`config.mk`:
```
export PLATFORM = sky130hd
export DESIGN_NAME = intx_msg_seq
export DESIGN_NICKNAME = d
export VERILOG_FILES = /design/src/rtl/intx_pkg.sv /design/src/rtl/intx_level_reg.sv /design/src/rtl/intx_prio_pick.sv /design/src/rtl/intx_issuer.sv /design/src/rtl/intx_pend_reg.sv /design/src/rtl/intx_msg_seq.sv
export SDC_FILE = /design/constraint.sdc
export NUM_CORES = 1
export LEC_CHECK = 0
export BUFFER_PORTS_ARGS = -buffer_cell sky130_fd_sc_hd__buf_2
export CAP_MARGIN = 20
export CORE_AREA = 3 3 40 42
export DETAILED_ROUTE_END_ITERATION = 7
export DIE_AREA = 0 0 43 45
export PLACE_DENSITY = 0.82
export SLEW_MARGIN = 20
export SYNTH_ARGS = -nofsm -noshare
export SYNTH_HDL_FRONTEND = slang
export SYNTH_SLANG_ARGS = --single-unit
```
`constraint.sdc`:
```
create_clock -name clk -period 2 [get_ports clk]
set_input_delay 0.2 -clock clk [delete_from_list [all_inputs] [get_ports clk]]
set_output_delay 0.2 -clock clk [all_outputs]
set_load 0.005 [all_outputs]
```
`src/rtl/intx_pkg.sv`:
```
package intx_pkg;
  localparam int INTX_LINES = 4;
  localparam int INTX_IDX_W = $clog2(INTX_LINES);

  typedef enum logic [0:0] {
    ISS_IDLE = 1'b0,
    ISS_BUSY = 1'b1
  } iss_state_e;
endpackage

```
`src/rtl/intx_level_reg.sv`:
```
// Register chain for the incoming line levels, reset to "all low".
module intx_level_reg #(
  parameter int W      = 4,
  parameter int STAGES = 1
) (
  input  logic         clk,
  input  logic         rst,
  input  logic [W-1:0] d_i,
  output logic [W-1:0] q_o
);
  logic [W-1:0] stg_q [STAGES];

  for (genvar s = 0; s < STAGES; s++) begin : g_stage
    if (s == 0) begin : g_first
      always_ff @(posedge clk) begin
        if (rst) stg_q[s] <= '0;
        else     stg_q[s] <= d_i;
      end
    end else begin : g_next
      always_ff @(posedge clk) begin
        if (rst) stg_q[s] <= '0;
        else     stg_q[s] <= stg_q[s-1];
      end
    end
  end

  assign q_o = stg_q[STAGES-1];
endmodule

```
`src/rtl/intx_prio_pick.sv`:
```
// Lowest set index wins.
module intx_prio_pick #(
  parameter int N  = 4,
  parameter int IW = $clog2(N)
) (
  input  logic [N-1:0]  vec_i,
  output logic          found_o,
  output logic [IW-1:0] idx_o
);
  always_comb begin
    found_o = 1'b0;
    idx_o   = '0;
    for (int i = N - 1; i >= 0; i--) begin
      if (vec_i[i]) begin
        found_o = 1'b1;
        idx_o   = i[IW-1:0];
      end
    end
  end
endmodule

```
`src/rtl/intx_issuer.sv`:
```
// Compares present levels with announced levels and issues one request at a time.
module intx_issuer #(
  parameter int N  = 4,
  parameter int IW = $clog2(N)
) (
  input  logic          clk,
  input  logic          rst,
  input  logic [N-1:0]  lvl_i,
  input  logic          ack_i,
  output logic          req_valid_o,
  output logic [IW-1:0] req_line_o,
  output logic          req_asrt_o,
  output logic          sent_o
);
  import intx_pkg::*;

  iss_state_e    state_q;
  logic [N-1:0]  rep_q;
  logic [N-1:0]  diff;
  logic          pick_found;
  logic [IW-1:0] pick_idx;
  logic [IW-1:0] line_q;
  logic          asrt_q;
  logic          sent_q;

  assign diff = lvl_i ^ rep_q;

  intx_prio_pick #(.N(N), .IW(IW)) u_pick (
    .vec_i   (diff),
    .found_o (pick_found),
    .idx_o   (pick_idx)
  );

  always_ff @(posedge clk) begin
    if (rst) begin
      state_q <= ISS_IDLE;
      rep_q   <= '0;
      line_q  <= '0;
      asrt_q  <= 1'b0;
      sent_q  <= 1'b0;
    end else begin
      sent_q <= 1'b0;
      case (state_q)
        ISS_IDLE: begin
          if (pick_found) begin
            line_q  <= pick_idx;
            asrt_q  <= lvl_i[pick_idx];
            state_q <= ISS_BUSY;
          end
        end
        ISS_BUSY: begin
          if (ack_i) begin
            rep_q[line_q] <= asrt_q;
            sent_q        <= 1'b1;
            state_q       <= ISS_IDLE;
          end
        end
        default: state_q <= ISS_IDLE;
      endcase
    end
  end

  assign req_valid_o = (state_q == ISS_BUSY);
  assign req_line_o  = line_q;
  assign req_asrt_o  = asrt_q;
  assign sent_o      = sent_q;
endmodule

```
`src/rtl/intx_pend_reg.sv`:
```
// Registers the used per-function pending bits; reserved bits are dropped.
module intx_pend_reg #(
  parameter int IN_W = 4,
  parameter int USED = 2
) (
  input  logic            clk,
  input  logic            rst,
  input  logic [IN_W-1:0] pend_i,
  output logic [USED-1:0] pend_o
);
  logic [USED-1:0] pend_q;
  logic            unused_rsvd;

  assign unused_rsvd = ^pend_i[IN_W-1:USED];

  always_ff @(posedge clk) begin
    if (rst) pend_q <= '0;
    else     pend_q <= pend_i[USED-1:0];
  end

  assign pend_o = pend_q;
endmodule

```
`src/rtl/intx_msg_seq.sv`:
```
module intx_msg_seq #(
  parameter int NUM_LINES   = intx_pkg::INTX_LINES,
  parameter int IN_STAGES   = 1,
  parameter int PEND_IN_W   = 4,
  parameter int PEND_USED   = 2
) (
  input  logic                         clk,
  input  logic                         rst,
  input  logic [NUM_LINES-1:0]         irq_lines_i,
  input  logic [PEND_IN_W-1:0]         func_pending_i,
  output logic [PEND_USED-1:0]         pend_o,
  output logic                         req_valid_o,
  output logic [$clog2(NUM_LINES)-1:0] req_line_o,
  output logic                         req_asrt_o,
  input  logic                         req_ack_i,
  output logic                         sent_o
);
  localparam int IDX_W = $clog2(NUM_LINES);

  logic [NUM_LINES-1:0] lvl_q;

  intx_level_reg #(.W(NUM_LINES), .STAGES(IN_STAGES)) u_lvl (
    .clk (clk),
    .rst (rst),
    .d_i (irq_lines_i),
    .q_o (lvl_q)
  );

  intx_issuer #(.N(NUM_LINES), .IW(IDX_W)) u_iss (
    .clk         (clk),
    .rst         (rst),
    .lvl_i       (lvl_q),
    .ack_i       (req_ack_i),
    .req_valid_o (req_valid_o),
    .req_line_o  (req_line_o),
    .req_asrt_o  (req_asrt_o),
    .sent_o      (sent_o)
  );

  intx_pend_reg #(.IN_W(PEND_IN_W), .USED(PEND_USED)) u_pend (
    .clk    (clk),
    .rst    (rst),
    .pend_i (func_pending_i),
    .pend_o (pend_o)
  );
endmodule

```
======== After elaboration in Yosys (flattened, before gate mapping) ========
Memory sizes are Yosys's and may differ from the RTL's.
Cells that the tools add are included.
storage, ports and cells
  flip-flop bits (word level) ............. 11
  bits in writable memories ............... 4
  input port bits ......................... 11
  output and inout bits ................... 7
  logic and storage cells ................. 39
  memories kept ........................... 1
memory list
  memory       words  bits a word  rd ports  clocked after Yosys merged registers in  wr ports  RTL line              source
  u_lvl.stg_q  1      4            1         0                                        1         intx_level_reg.sv:11  logic [W-1:0] stg_q [STAGES];
operators by class
  $lt $le $gt $ge ......................... 3
  mux-type cells .......................... 22
  bitwise gates (word level) .............. 2
  reductions and logical operators ........ 5
operators by type and width
  operator              number
  $mux W1               13
  $mux W2               4
  $lt A2 B3 Y1 const B  2
  $bwmux W4             1
  $mux W4               1
  $reduce_and A2 Y1     2
  $reduce_or A4 Y1      1
  $xor A4 B4 Y4         1
  $bmux W1 S2           1
  $demux W1 S2          1
  $ge A2 B1 Y1 const B  1
  $pmux W1 S2           1
  $reduce_or A2 Y1      1
  $logic_and A1 B1 Y1   1
  $not A1 Y1            1

======== Depth between registers and ports, before layout ========
  depth after elaboration ................. 7
  mapped depth ............................ 4
  gate-level depth less buffers ........... 4

======== Modules after synthesis ========
From an unflattened synthesis, not the netlist that was laid out.
unflattened totals
  cell total of the unflattened synthesis .. 58
  area total of the unflattened synthesis .. 595.6 um^2
by module, submodules not included
  module          instances  cells each  area an instance (um^2)  seq. area each (um^2)
  intx_issuer     1          39          402.9                    180.2
  intx_level_reg  1          8           105.1                    80.1
  intx_pend_reg   1          4           52.6                     40.0
  intx_prio_pick  1          7           35.0                     0.0

======== Worst setup path after synthesis ========
OpenSTA, ideal clock, no wires.
  path kind ............................... reg-to-reg
  from .................................... register u_iss.state_q, in the netlist u_iss.req_valid_o
  to ...................................... register u_iss.rep_q[2]
  setup time .............................. 0.128 ns
  data arrival time ....................... 1.023 ns
  data required time ...................... 1.872 ns
  setup slack ............................. 0.849 ns
  cell stages (with the launch flop) ...... 5
  path buffers ............................ 0
  period minus slack after synthesis ...... 1.151 ns
  cells stage by stage .................... dfxtp_1 > nand2_2 > nor3b_1 > mux2i_1 > nor2_1
on the way
  cells in the longest elaborated chain, start to end .. 1
ends and longest elaborated chain
  element                             RTL line           source
  from (decl)                         intx_issuer.sv:17  iss_state_e state_q;
  from (signal assigned)              intx_issuer.sv:36  state_q <= ISS_IDLE;
  from (signal assigned)              intx_issuer.sv:48  state_q <= ISS_BUSY;
  from (signal assigned)              intx_issuer.sv:55  state_q <= ISS_IDLE;
  $reduce_and A2 Y1 (no source line)  --
  to (signal, indexed assignment)     intx_issuer.sv:53  rep_q[line_q] <= asrt_q;
  to (decl)                           intx_issuer.sv:18  logic [N-1:0] rep_q;
Every way passes these cells.
A chain may end at the register's enable or synchronous reset.

======== Final worst setup path ========
  from .................................... register u_iss.rep_q[3]
  to ...................................... register u_iss.asrt_q, in the netlist u_iss.req_asrt_o
on the way
  cells in the longest elaborated chain, start to end .. 7
  elaborated cells on any way between the ends .. 12
  classes of those cells .................. mux: 10; bitwise: 1; reduce/logical: 1
ends and longest elaborated chain
  element                        RTL line              source
  $xor A4 B4 Y4 (*)              intx_issuer.sv:26     assign diff = lvl_i ^ rep_q;
  $mux W2 (4 in a row)           intx_prio_pick.sv:14  if (vec_i[i]) begin
  $bmux W1 S2                    intx_issuer.sv:47     asrt_q <= lvl_i[pick_idx];
  $mux W1 (implied by the code)  intx_issuer.sv:47
  to (signal assigned)           intx_issuer.sv:47
  to (decl)                      intx_issuer.sv:23     logic asrt_q;
Mark *: on every way between the ends. The rest lies on a longest branch, timed or not. The select of a mux whose other input is x is not followed.

==> metrics.cfg <==
[cells_and_area]
num_antenna_cells = 0
final_cell_mix = 15 x buf_2, 15 x dfxtp_1, 8 x nor2b_1, 7 x nor2_1
finalNetCount = 96
area_delta_synth_final_pct = 18.3
final_util = 0.585
fin_area_um2 = 752
layout-drive-gt1-share = 0.274

[route]
num_vias = 502
drc_errors = 0
antenna_left = 0
vias_per_cell = 5.07
routed_wl_mm = 1.09
dr.first_iter.drc_count = 8
avgRoutedWirePerCell_um = 11.0
first_pass_iters = 3

[sta]
clock.fmax_ghz = 0.772
hold_violations = 0
fin_crit_sh = 0.647
final-max-slew-violation-count = 0
finalSetupViolCount = 0
max_slew_margin = 0.778
fin_worst_skew_ps = 6.81
setup_tns_ps = 0
period_minus_slack_ps = 1290
fin_ws_ps = 705
worst_slew_pin_slew_ps = 331
rsz0062_at_grt = no

[power_and_ir_drop]
p_switching_mw = 0.139
clockPowerShare = 0.284
leakagePower_nw = 0.308
finalPower_mw = 0.570
pwr-share-seq = 0.587
p_int_mw = 0.431
p_per_area_mw_per_mm2 = 758
power_frac_comb = 0.130
ir_drop_v = 0.000492
swShare = 0.244

[run]
drv_cap = 0

[clock_tree]
htreeDepth = 1
cts_setup_buffers = 0
cts_hold_buffers = 0
cts_buffer_depth = 2
cts_resized = 0
cts_buffers = 3
root_buffer = clkbuf_4
clk_pin_slew_ps = 80
clock_sinks = 15
clkLatencyLatePin_ps = 280
cts_tree = built

[synthesis]
synth_seq_cells = 15
synthFlopType = dfxtp_1
synth.cell_area_um2 = 636
ys_seq_area_frac = 0.472
synth_top_cells_by_area = dfxtp_1 47%, nor2b_1 7.9%, mux2i_1 6.3%, xnor2_1 5.5%, nor2_1 4.1%
netlist.area_leader.share = 0.472
synth_cell_types = 25
synth_fp_nets = 77
synth_async_sr_flop_share = 0
synth_top_area_cell = dfxtp_1
yosys_warnings = 0
synth_cells = 66
syn_area_per_cell_um2 = 9.63
synth-edff-count = 0

[setup_path]
cp.required_ps = 2150
cp.depth = 4
crit_end = u_iss.req_asrt_o$_SDFFE_PP0P_
r2r_setup_slack_ps = 710
path_buf_inv = 0
reg2reg_to = u_iss.req_asrt_o$_SDFFE_PP0P_
crit_path_end_kind = register
worstPathCellList = xnor2_1, nand2_2, o311ai_1, o32ai_1
crit_slowest_cell = dfxtp_1
cpLargestDelayFamily = compound AO/OA/AOI/OAI gates
arrival_ps = 1450
rr_worst_depth = 4
cp-startpoint = u_iss.rep_q[3]$_SDFFE_PP0P_
critPathLaunchType = register
cp_slowest_stage_delay_ps = 340
crit_type = reg -> reg
crit-reg2reg-launch = u_iss.rep_q[3]$_SDFFE_PP0P_
cp_max_fo = 4

[floorplanning]
die_w_um = 43
core_region_area_mm2 = 0.00128
dieHeight_um = 45
rows = 13
io_pins = 18
dieArea_mm2 = 0.00194
start_util = 0.495

[run_status]
status = complete, no violations

[placement]
hpwl_um = 787
dp_slack_ps = 752
gp_congestion = 0.732
port_buffers = 15
placed_cell_area_um2 = 726

[global_routing]
grtUsageTotal = 0.130
grt_max_degree = 17
overflow = 0
grt_pass1_wl_mm = 1.81
antenna_found_initial = 0
grt_pass1_vias = 462

[min_path]
hold_class = in -> reg

worst register-to-register path, cell delays in order, from the launching register on:
cell	delay, ps
dfxtp_1	340
xnor2_1	320
nand2_2	140
o311ai_1	240
o32ai_1	130
worst min path at each step:
stage                              endpoint  slack, ps         startpoint  cells past startpoint
6_report        u_pend.pend_o[1]$_SDFF_PP0_        130  func_pending_i[1]                      2
2_1_floorplan  u_lvl.stg_q[0][0]$_SDFF_PP0_        270                rst                      1
4_1_cts         u_pend.pend_o[1]$_SDFF_PP0_        120  func_pending_i[1]                      2
3_3_place_gp    u_pend.pend_o[0]$_SDFF_PP0_        410  func_pending_i[0]                      2
5_1_grt        u_lvl.stg_q[0][3]$_SDFF_PP0_        120     irq_lines_i[3]                      2
3_5_place_dp   u_lvl.stg_q[0][2]$_SDFF_PP0_        410     irq_lines_i[2]                      2
area by class of cell:
class / count / area, um2
well taps: 15 / 18.8
fillers: 110 / 533
repair buffers: 15 / 75.1
multi-input cells: 47 / 320
clock buffers: 4 / 26.3
flip-flops and latches: 15 / 300
inverters: 3 / 11.3
flip-flops by register name (all words and copies together) (netlist names):
signal and count:
u_iss.rep_q 4, u_iss.req_asrt_o 1, u_iss.req_line_o 2, u_iss.req_valid_o 1, u_iss.sent_o 1, u_lvl.stg_q 4, u_pend.pend_o 2
metrics by stage:
stage | hold slack [ps] | std cells
detailed placement | 412 | 95
global placement | 407 | 95
global route | 124 | 99
CTS | 121 | 99
floorplan | 272 | 66
finish | 127 | 99
cell usage after synthesis (2+ instances only):
master and number:
dfxtp_1 15, nor2b_1 8, nor2_1 7, mux2i_1 4, xnor2_1 4, a21oi_1 3, inv_1 3, a211oi_1 2
nand2_1 2, nand2_2 2, nor3_1 2
metal layers:
metal | share of wire | GRT usage | up-vias
li1 | - | - | 262
met1 | 0.45 | 0.131 | 223
met2 | 0.46 | 0.219 | 15
met3 | 0.084 | 0.0717 | 2
met4 | 0.0092 | 0.0663 | 0
met5 | 0 | 0 | -
power by group through the flow:
stage               Clock [mW]  Combinational [mW]  Sequential, mW
floorplan                    0              0.0467           0.339
global placement             0              0.0723           0.341
detailed placement           0              0.0737           0.341
CTS                      0.170              0.0746           0.335
global route             0.185              0.0822           0.338
finish                   0.162              0.0739           0.335
cell families (layout without fill, tap and decap cells):
| family | Yosys count | count (layout) | share of synthesized area |
|---|---|---|---|
| AND/OR/NAND/NOR | 27 | 27 | 0.240 |
| buffers and inverters | 4 | 22 | 0.0236 |
| multiplexers | 4 | 4 | 0.0630 |
| XOR/XNOR | 5 | 5 | 0.0689 |
| AO/OA/AOI/OAI | 10 | 10 | 0.116 |
| flip-flops | 15 | 15 | 0.472 |
| adder cells (fa/ha/maj) | 1 | 1 | 0.0157 |
No activity file was read; power rests on OpenSTA's default activity.
